[src/rtl/ost_pkg.sv]
package ost_pkg;
  localparam logic [2:0] MODE_ONESHOT = 3'b011;
  localparam int ADDR_CTRL = 0;
  localparam int ADDR_PERIOD = 1;
  localparam int ADDR_CMP_BASE = 2;
  localparam int PRESCALE_W = 7;
endpackage

[src/rtl/ost_regs.sv]
module ost_regs
  import ost_pkg::*;
#(
  parameter int CW = 16,
  parameter int NCH = 3,
  parameter int AW = 3
) (
  input  logic                    clk,
  input  logic                    rst,
  input  logic                    wr,
  input  logic [AW-1:0]           addr,
  input  logic [CW-1:0]           wdata,
  output logic [CW-1:0]           rdata,
  output logic                    en,
  output logic [2:0]              csel,
  output logic [2:0]              mode,
  output logic [CW-1:0]           period,
  output logic [NCH-1:0][CW-1:0]  cmp,
  output logic                    sw_pulse
);
  logic [CW-1:0] rd_mux;

  always_comb begin
    rd_mux = '0;
    if (int'(addr) == ADDR_CTRL) rd_mux[6:0] = {mode, csel, en};
    if (int'(addr) == ADDR_PERIOD) rd_mux = period;
    for (int i = 0; i < NCH; i++)
      if (int'(addr) == ADDR_CMP_BASE + i) rd_mux = cmp[i];
  end

  always_ff @(posedge clk) begin
    if (rst) begin
      en <= 1'b0;
      csel <= '0;
      mode <= '0;
      period <= '0;
      cmp <= '0;
      sw_pulse <= 1'b0;
      rdata <= '0;
    end else begin
      sw_pulse <= 1'b0;
      rdata <= rd_mux;
      if (wr) begin
        if (int'(addr) == ADDR_CTRL) begin
          en <= wdata[0];
          csel <= wdata[3:1];
          mode <= wdata[6:4];
          sw_pulse <= wdata[7];
        end
        if (int'(addr) == ADDR_PERIOD) period <= wdata;
        for (int i = 0; i < NCH; i++)
          if (int'(addr) == ADDR_CMP_BASE + i) cmp[i] <= wdata;
      end
    end
  end
endmodule

[src/rtl/ost_sync.sv]
module ost_sync (
  input  logic clk,
  input  logic rst,
  input  logic async_in,
  output logic rise
);
  logic s1, s2, s3;

  always_ff @(posedge clk) begin
    if (rst) begin
      s1 <= 1'b0;
      s2 <= 1'b0;
      s3 <= 1'b0;
    end else begin
      s1 <= async_in;
      s2 <= s1;
      s3 <= s2;
    end
  end

  assign rise = s2 & ~s3;
endmodule

[src/rtl/ost_core.sv]
module ost_core
  import ost_pkg::*;
#(
  parameter int CW = 16,
  parameter int NCH = 3
) (
  input  logic                    clk,
  input  logic                    rst,
  input  logic                    run,
  input  logic [2:0]              csel,
  input  logic                    trig,
  input  logic [CW-1:0]           period,
  input  logic [NCH-1:0][CW-1:0]  cmp,
  output logic [CW-1:0]           cnt_q,
  output logic                    busy_q,
  output logic                    irq_prd_q,
  output logic [CW-1:0]           cnt_n,
  output logic                    busy_n,
  output logic                    adv_n,
  output logic [CW-1:0]           prd_n,
  output logic [NCH-1:0][CW-1:0]  cmpb_n
);
  localparam logic [CW-1:0] PARK = '1;

  logic [PRESCALE_W-1:0] pre_q, pre_n, mask;
  logic [CW-1:0] prd_q;
  logic [NCH-1:0][CW-1:0] cmpb_q;
  logic tick;

  assign mask = ~({PRESCALE_W{1'b1}} << csel);
  assign tick = (pre_q == mask);

  always_comb begin
    cnt_n = cnt_q;
    busy_n = busy_q;
    prd_n = prd_q;
    cmpb_n = cmpb_q;
    adv_n = 1'b0;
    pre_n = pre_q + 1'b1;
    if (!run) begin
      busy_n = 1'b0;
      cnt_n = PARK;
      pre_n = '0;
    end else if (!busy_q) begin
      pre_n = '0;
      if (trig) begin
        busy_n = 1'b1;
        cnt_n = '0;
        adv_n = 1'b1;
        prd_n = period;
        cmpb_n = cmp;
      end
    end else if (tick) begin
      pre_n = '0;
      if (cnt_q == prd_q) begin
        busy_n = 1'b0;
        cnt_n = PARK;
      end else begin
        cnt_n = cnt_q + 1'b1;
        adv_n = 1'b1;
      end
    end
  end

  always_ff @(posedge clk) begin
    if (rst) begin
      cnt_q <= PARK;
      busy_q <= 1'b0;
      pre_q <= '0;
      prd_q <= '0;
      cmpb_q <= '0;
      irq_prd_q <= 1'b0;
    end else begin
      cnt_q <= cnt_n;
      busy_q <= busy_n;
      pre_q <= pre_n;
      prd_q <= prd_n;
      cmpb_q <= cmpb_n;
      irq_prd_q <= adv_n && (cnt_n == prd_n);
    end
  end
endmodule

[src/rtl/ost_chan.sv]
module ost_chan #(
  parameter int CW = 16
) (
  input  logic          clk,
  input  logic          rst,
  input  logic          busy_n,
  input  logic          adv_n,
  input  logic [CW-1:0] cnt_n,
  input  logic [CW-1:0] cmp_n,
  input  logic [CW-1:0] prd_n,
  output logic          pulse_q,
  output logic          irq_q
);
  always_ff @(posedge clk) begin
    if (rst) begin
      pulse_q <= 1'b0;
      irq_q <= 1'b0;
    end else begin
      pulse_q <= busy_n && (cnt_n >= cmp_n) && (cnt_n <= prd_n);
      irq_q <= adv_n && (cnt_n == cmp_n);
    end
  end
endmodule

[src/rtl/one_shot_timer.sv]
module one_shot_timer
  import ost_pkg::*;
#(
  parameter int CW = 16,
  parameter int NCH = 3,
  parameter int AW = 3
) (
  input  logic           clk,
  input  logic           rst,
  input  logic           reg_wr,
  input  logic [AW-1:0]  reg_addr,
  input  logic [CW-1:0]  reg_wdata,
  output logic [CW-1:0]  reg_rdata,
  input  logic           ext_trig,
  output logic [NCH-1:0] pulse_out,
  output logic [NCH:0]   irq_out,
  output logic [CW-1:0]  count_out
);
  logic ctrl_en, sw_pulse, ext_rise, core_busy;
  logic [2:0] csel, mode;
  logic [CW-1:0] period, cnt_n, prd_n;
  logic [NCH-1:0][CW-1:0] cmp, cmpb_n;
  logic busy_n, adv_n;

  ost_regs #(.CW(CW), .NCH(NCH), .AW(AW)) u_regs (
    .clk(clk), .rst(rst), .wr(reg_wr), .addr(reg_addr), .wdata(reg_wdata),
    .rdata(reg_rdata), .en(ctrl_en), .csel(csel), .mode(mode),
    .period(period), .cmp(cmp), .sw_pulse(sw_pulse)
  );

  ost_sync u_sync (
    .clk(clk), .rst(rst), .async_in(ext_trig), .rise(ext_rise)
  );

  ost_core #(.CW(CW), .NCH(NCH)) u_core (
    .clk(clk), .rst(rst), .run(ctrl_en && (mode == MODE_ONESHOT)),
    .csel(csel), .trig(sw_pulse | ext_rise), .period(period), .cmp(cmp),
    .cnt_q(count_out), .busy_q(core_busy), .irq_prd_q(irq_out[0]),
    .cnt_n(cnt_n), .busy_n(busy_n), .adv_n(adv_n), .prd_n(prd_n),
    .cmpb_n(cmpb_n)
  );

  for (genvar k = 0; k < NCH; k++) begin : g_chan
    ost_chan #(.CW(CW)) u_chan (
      .clk(clk), .rst(rst), .busy_n(busy_n), .adv_n(adv_n), .cnt_n(cnt_n),
      .cmp_n(cmpb_n[k]), .prd_n(prd_n), .pulse_q(pulse_out[k]),
      .irq_q(irq_out[k+1])
    );
  end
endmodule

[config.mk]
export PLATFORM = sky130hd
export DESIGN_NAME = one_shot_timer
export DESIGN_NICKNAME = d
export VERILOG_FILES = /design/src/rtl/ost_pkg.sv /design/src/rtl/ost_regs.sv /design/src/rtl/ost_sync.sv /design/src/rtl/ost_core.sv /design/src/rtl/ost_chan.sv /design/src/rtl/one_shot_timer.sv
export SDC_FILE = /design/constraint.sdc
export NUM_CORES = 1
export LEC_CHECK = 0
export BUFFER_PORTS_ARGS = -buffer_cell sky130_fd_sc_hd__buf_2
export CAP_MARGIN = 20
export CORE_MARGIN = 2
export CORE_UTILIZATION = 39
export CTS_CLUSTER_DIAMETER = 200
export DETAILED_ROUTE_END_ITERATION = 8
export SYNTH_ARGS = -nofsm -noshare
export SYNTH_HDL_FRONTEND = slang
export SYNTH_SLANG_ARGS = --single-unit
[constraint.sdc]
create_clock -name clk -period 3.23 [get_ports clk]
set_input_delay 0.1615 -clock clk [delete_from_list [all_inputs] [get_ports clk]]
set_output_delay 0.1615 -clock clk [all_outputs]
set_load 0.03 [all_outputs]
* Word-level counts from Yosys, hierarchy flattened
Cells that the tools add are included.
W data, S select, Z words.
** Storage, ports and cells
- Output and inout port bits :: 39
- Register bits :: 186
- Bits of input ports :: 23
** Operators by class
- Equal/unequal tests :: 11
- Add/sub/neg operators :: 2
- Reductions and logical operators :: 19
- Bitwise operators :: 8
- Magnitude comparators :: 4
- Shift-type cells :: 1
- Muxes and demuxes :: 24
** Operators by type and width (number)
- $mux W16 :: 12
- $mux W48 :: 3
- $eq A16 B16 Y1 :: 5
- $ge A16 B16 Y1 :: 3
- $add A16 B1 Y16 const B :: 1
- $le A16 B16 Y1 :: 1
- $logic_and A1 B1 Y1 :: 11
- $reduce_and A2 Y1 :: 5
- $eq A3 B3 Y1 const B :: 3
- $mux W1 :: 8
- $add A7 B1 Y7 const B :: 1
- $eq A7 B7 Y1 :: 1
- $mux W7 :: 1
- $not A7 Y7 :: 1
- $shl A7 B3 Y7 const A :: 1
- $eq A3 B2 Y1 const B :: 2
- $not A1 Y1 :: 5
- $reduce_or A4 Y1 :: 1
- $logic_not A3 Y1 :: 1
- $reduce_or A3 Y1 :: 1
- $and A1 B1 Y1 :: 1
- $or A1 B1 Y1 :: 1

* Logic depth before layout (Yosys ltp)
- Depth after elaboration :: 9
- Gate-level depth with buffers :: 17
- Mapped depth without buffers :: 15

* By module
From an unflattened synthesis, not the netlist that was laid out.
** Second synthesis, totals
- Cells, all modules :: 1366
- Area total of the unflattened synthesis :: 11344.6 µm²
** Modules (own cells, without submodules)
- ost_core :: instances 1, cells each 582, area each 5104.9 µm²
- ost_regs :: instances 1, cells each 427, area each 3538.4 µm²
- ost_chan at g_chan[0].u_chan ... :: instances 2, cells each 115, area each 859.6 µm²
- ost_chan at g_chan[1].u_chan :: instances 1, cells each 118, area each 878.3 µm²
- ost_sync :: instances 1, cells each 7, area each 87.6 µm²
- one_shot_timer :: instances 1, cells each 2, area each 16.3 µm²

* Worst setup path before layout
OpenSTA, ideal clock, no wires.
- Path kind :: reg2reg
- From :: register u_regs.csel[2]
- To :: register g_chan[0].u_chan.pulse_q
- Cell stages (with the launch flop) :: 16
- Arrival time :: 3.450 ns
- Setup time :: 0.134 ns
- Clock period less this slack :: 3.584 ns
- Buffers on the path :: 0
- Path slack :: -0.354 ns
- Data required time :: 3.096 ns
- Cells stage by stage :: dfxtp_1 -> or3_1 -> a21o_1 -> a221o_1 -> or4_1 -> a21o_1 -> a21oi_2 -> nand2_1 -> ha_1 -> nand4_1 -> nor2_1 -> and4_1 -> nand3b_1 -> o21ai_0 -> a2111oi_0 -> a21oi_1
** Between the ends
- Cells in the longest elaborated chain, start to end :: 9
** Ends and longest elaborated chain
- from (decl) :: line ost_regs.sv:15 : output logic [2:0] csel,
- from (signal assigned) :: line ost_regs.sv:46 : csel <= wdata[3:1];
- $shl A7 B3 Y7 * :: line ost_core.sv:30 : assign mask = ~({PRESCALE_W{1'b1}} << csel);
- $not A7 Y7 * :: line ost_core.sv:30
- $eq A7 B7 Y1 * :: line ost_core.sv:31 : assign tick = (pre_q == mask);
- $mux W16 * :: line ost_core.sv:53 : end else if (tick) begin
- $mux W16 * :: line ost_core.sv:44 : end else if (!busy_q) begin
- $mux W16 * :: line ost_core.sv:40 : if (!run) begin
- via cnt_n[11] :: line one_shot_timer.sv:21 : logic [CW-1:0] period, cnt_n, prd_n;
- $ge A16 B16 Y1 :: line ost_chan.sv:19 : pulse_q <= busy_n && (cnt_n >= cmp_n) && (cnt_n <= prd_n);
- $logic_and A1 B1 Y1 :: line ost_chan.sv:19
- $logic_and A1 B1 Y1 * :: line ost_chan.sv:19
- to (signal assigned) :: line ost_chan.sv:19
- to (decl) :: line ost_chan.sv:11 : output logic pulse_q,
Mark *: on every way through the listed nets, which the timed path passes. The rest lies on a longest branch.
A chain may end at the register's enable or synchronous reset.

* Worst setup path after layout
Same ends and word-level chain as after synthesis.

==> impl_metrics.ini <==
[synthesis]
yosys_warnings = 0
synth.largest_area_cell = dfxtp_1
synth-edff-count = 0
async_reset_ff_share_pct = 0
yosysSeqAreaShare_pct = 40.8
yosys.area.top_type_share_pct = 40.8
ys_top_cells_by_area = dfxtp_1 (41%), ha_1 (8.6%), nand2_1 (8.3%)
yosysUniqueCellTypes = 64
synth_ff_type = dfxtp_1
synth_fp_nets = 1161
synth.most_common_cell = nand2_1
synthCells = 1075
synth_area_sq_mm = 0.00913
synth_area_per_cell_sq_um = 8.49
ys_ff_latch = 186
synth_common_cells = nand2_1 (201), dfxtp_1 (186), nor2_1 (115)

[power]
vdd_drop_max_mv = 0.263
power.density_mw_per_mm2 = 409
p_leak_nw = 4.48

[placement]
pre_cts_ws_ns = -0.583
routabilityCongestion = 0.912
hpwlAfterDp_mm = 19.9
io_buffers = 61

[global_routing]
grt_pass1_wl_mm = 41.2
grt_max_degree = 68
use_met2_pct = 36.7
track_usage_pct = 21.8
grt-ovfl-total = 0
grt_busiest_layer = met2
grtUsageMet1_pct = 28.0
grt_pass1_vias = 7667
antenna_found_initial = 0
gr-usage-met3_pct = 2.95

[final_layout]
nets = 1306
syn_to_final_growth_pct = 27.5
register_area_sq_mm = 0.00373
drive_above_1_share_pct = 24.4
n_antenna_cell = 0
postLayoutCoreUtil_pct = 51.1
fill_cells = 2170
multi_input_area_sq_mm = 0.00547

[critical_path]
reg2reg_slack_ns = -0.52
start_kind = flip-flop
crit_cells = 16
reg2reg_depth = 16
max_stage_delay_ns = 0.46
critPathTopFamily = compound AO/OA/AOI/OAI gates
r2r-start = u_regs.csel[2]
timing.rr.end = g_chan[0].u_chan.pulse_q
crit_fanout = 6
arrival_ns = 4.06
cp.required_ns = 3.54
critPathCaptureType = flip-flop
cp_num_buf_inv = 1
critical_path_class = flip-flop to flip-flop
endpoint = g_chan[0].u_chan.pulse_q
crit_chain = or3_1 > a21o_1 > a221o_2 > or4_4 > a21o_1 > a21oi_2 > nand2_4 > buf_12 > ha_4 > nand4_1 > nor2_2 > and4_1 > nand3b_1 > o21ai_1 > a2111oi_2 > a21oi_1
worstSetupStartpoint = u_regs.csel[2]
critical-path-slowest-cell = or4_4
crit_path_frequent_cell = a21o_1

[route]
drc = 0
wl_mm = 26.9
viasPerCell = 5.27
drt_iter0_drc = 459
drtPass1Iterations = 5
vias = 8142
antenna_left = 0
wl_per_cell_microns = 17.4

[sta]
worst_pin_slew_ns = 0.749
slew_viol_final = 0
fmax_mhz = 266
min_period_over_period_pct = 116
post-route-min-period_ns = 3.75
relSlewSlack_pct = 50.1
finalHoldViolCount = 0
skew_ns = 0.0130
tns_ns = -2.65
finalWorstSetupSlack_ns = -0.523
rsz0062_at_grt = yes
setup_viol = 7

[floorplan]
row_count = 55
die-width_microns = 157
coreArea_sq_mm = 0.0228
start_util_pct = 40.1
die_h_microns = 157
io_pins = 62
die_area_sq_mm = 0.0246

[flow_run]
maxCapViolations = 0

[clocking]
numClockSinks = 186
clockRootBuffer = clkbuf_16
h-tree-depth = 4
cts_tree = yes
path_clk_slew_ns = 0.08
cts_buffers = 17
clk_latency_ns = 0.45
clockBufferDepth = 2

[outcome]
violations = negative setup slack
status = finished, violations left

[worst_hold_path]
hold_class = input port to flip-flop
-- sequential cells by signal, summed over array words and instances, names as in the netlist, 3 cells and up --
register and cells:
g_chan.u_chan.irq_q 3, u_regs.cmp 48, u_regs.period 16, u_core.cmpb_q 48, u_regs.rdata 16, u_core.pre_q 7, u_regs.csel 3, g_chan.u_chan.pulse_q 3
u_core.prd_q 16, u_regs.mode 3, u_core.cnt_q 16
-- through the flow --
| stage | power [mW] | hold WS, ns | instance area [sq um] | cells |
|---|---|---|---|---|
| 6_report | 4.76 | 0.0112 | 11600 | 1546 |
| 5_1_grt | 4.91 | 0.00243 | 11600 | 1546 |
| 4_1_cts | 4.78 | 0.00344 | 11400 | 1536 |
| 3_5_place_dp | 2.63 | 0.382 | 10500 | 1488 |
| 3_3_place_gp | 2.63 | 0.373 | 10500 | 1488 |
| 2_1_floorplan | 2.52 | 0.290 | 9240 | 1075 |
-- layout by cell type, fill, tap and decap left out, types with 16 or more instances in the layout --
cell       instances
a21oi_1          111
buf_2             60
buf_4            115
clkbuf_16         17
dfxtp_1          182
ha_1              53
mux2i_1           67
nand2_1          188
nand4_1           16
nor2_1           111
nor2b_1           21
o21ai_0           17
xnor2_1           21
-- what timing repair did --
| item | 4_1_cts | 5_1_grt |
|---|---|---|
| gates resized for setup | 21 | 42 |
| pin swaps | 9 | 29 |
| hold buffers | 10 | 0 |
| gates cloned | 0 | 0 |
| endpoints found under the setup margin | 7 | 7 |
| hold endpoints to repair | 28 | 0 |
| buffers inserted | 6 | 10 |
-- layer usage --
metal	share of wire (%)	wire length, microns	up-vias
li1	-	-	4034
met2	49	13100	222
met5	0	0	-
met4	3.1	832	0
met3	4.0	1090	44
met1	44	11900	3842
-- worst min-delay path by stage --
stage,startpoint,endpoint,depth (start not counted)
after floorplan,ext_trig,u_sync.s1,1
after global placement,ext_trig,u_sync.s1,2
after global routing,reg_wdata[1],u_regs.cmp[17],3
final,reg_wdata[1],u_regs.cmp[17],3
after CTS,reg_wdata[1],u_regs.cmp[17],3
after detailed placement,ext_trig,u_sync.s1,2
-- worst min-delay path: cells and delay by family --
family	cells	cell delay [ns]
buf+inv	1	0.14
compound gates	1	0.05
simple gates	1	0.06
-- kinds of logic after synthesis --
group | after synthesis | share of synthesized area [%]
AND/OR/NAND/NOR | 426 | 20.8
AO/OA/AOI/OAI | 219 | 14.8
flip-flops | 186 | 40.8
multiplexers | 81 | 9.07
buffers and inverters | 75 | 3.51
adder cells (fa/ha/maj) | 63 | 8.63
XOR/XNOR | 25 | 2.40
-- area by class of cell --
type	count	share of cell area, %
clock buffers	17	3.66
flip-flops and latches	186	32.1
clock inverters	15	1.53
well taps	313	3.37
repair buffers	194	12.2
inverters	7	0.226
multi-input cells	814	47.0
-- power by group --
part           internal, mW  switching (mW)  total [mW]
Sequential             2.31          0.0197        2.33
Clock                  1.11            1.05        2.16
Combinational        0.0996           0.167       0.267
Total                  3.53            1.24        4.76
No activity file was read; power rests on OpenSTA's default activity.
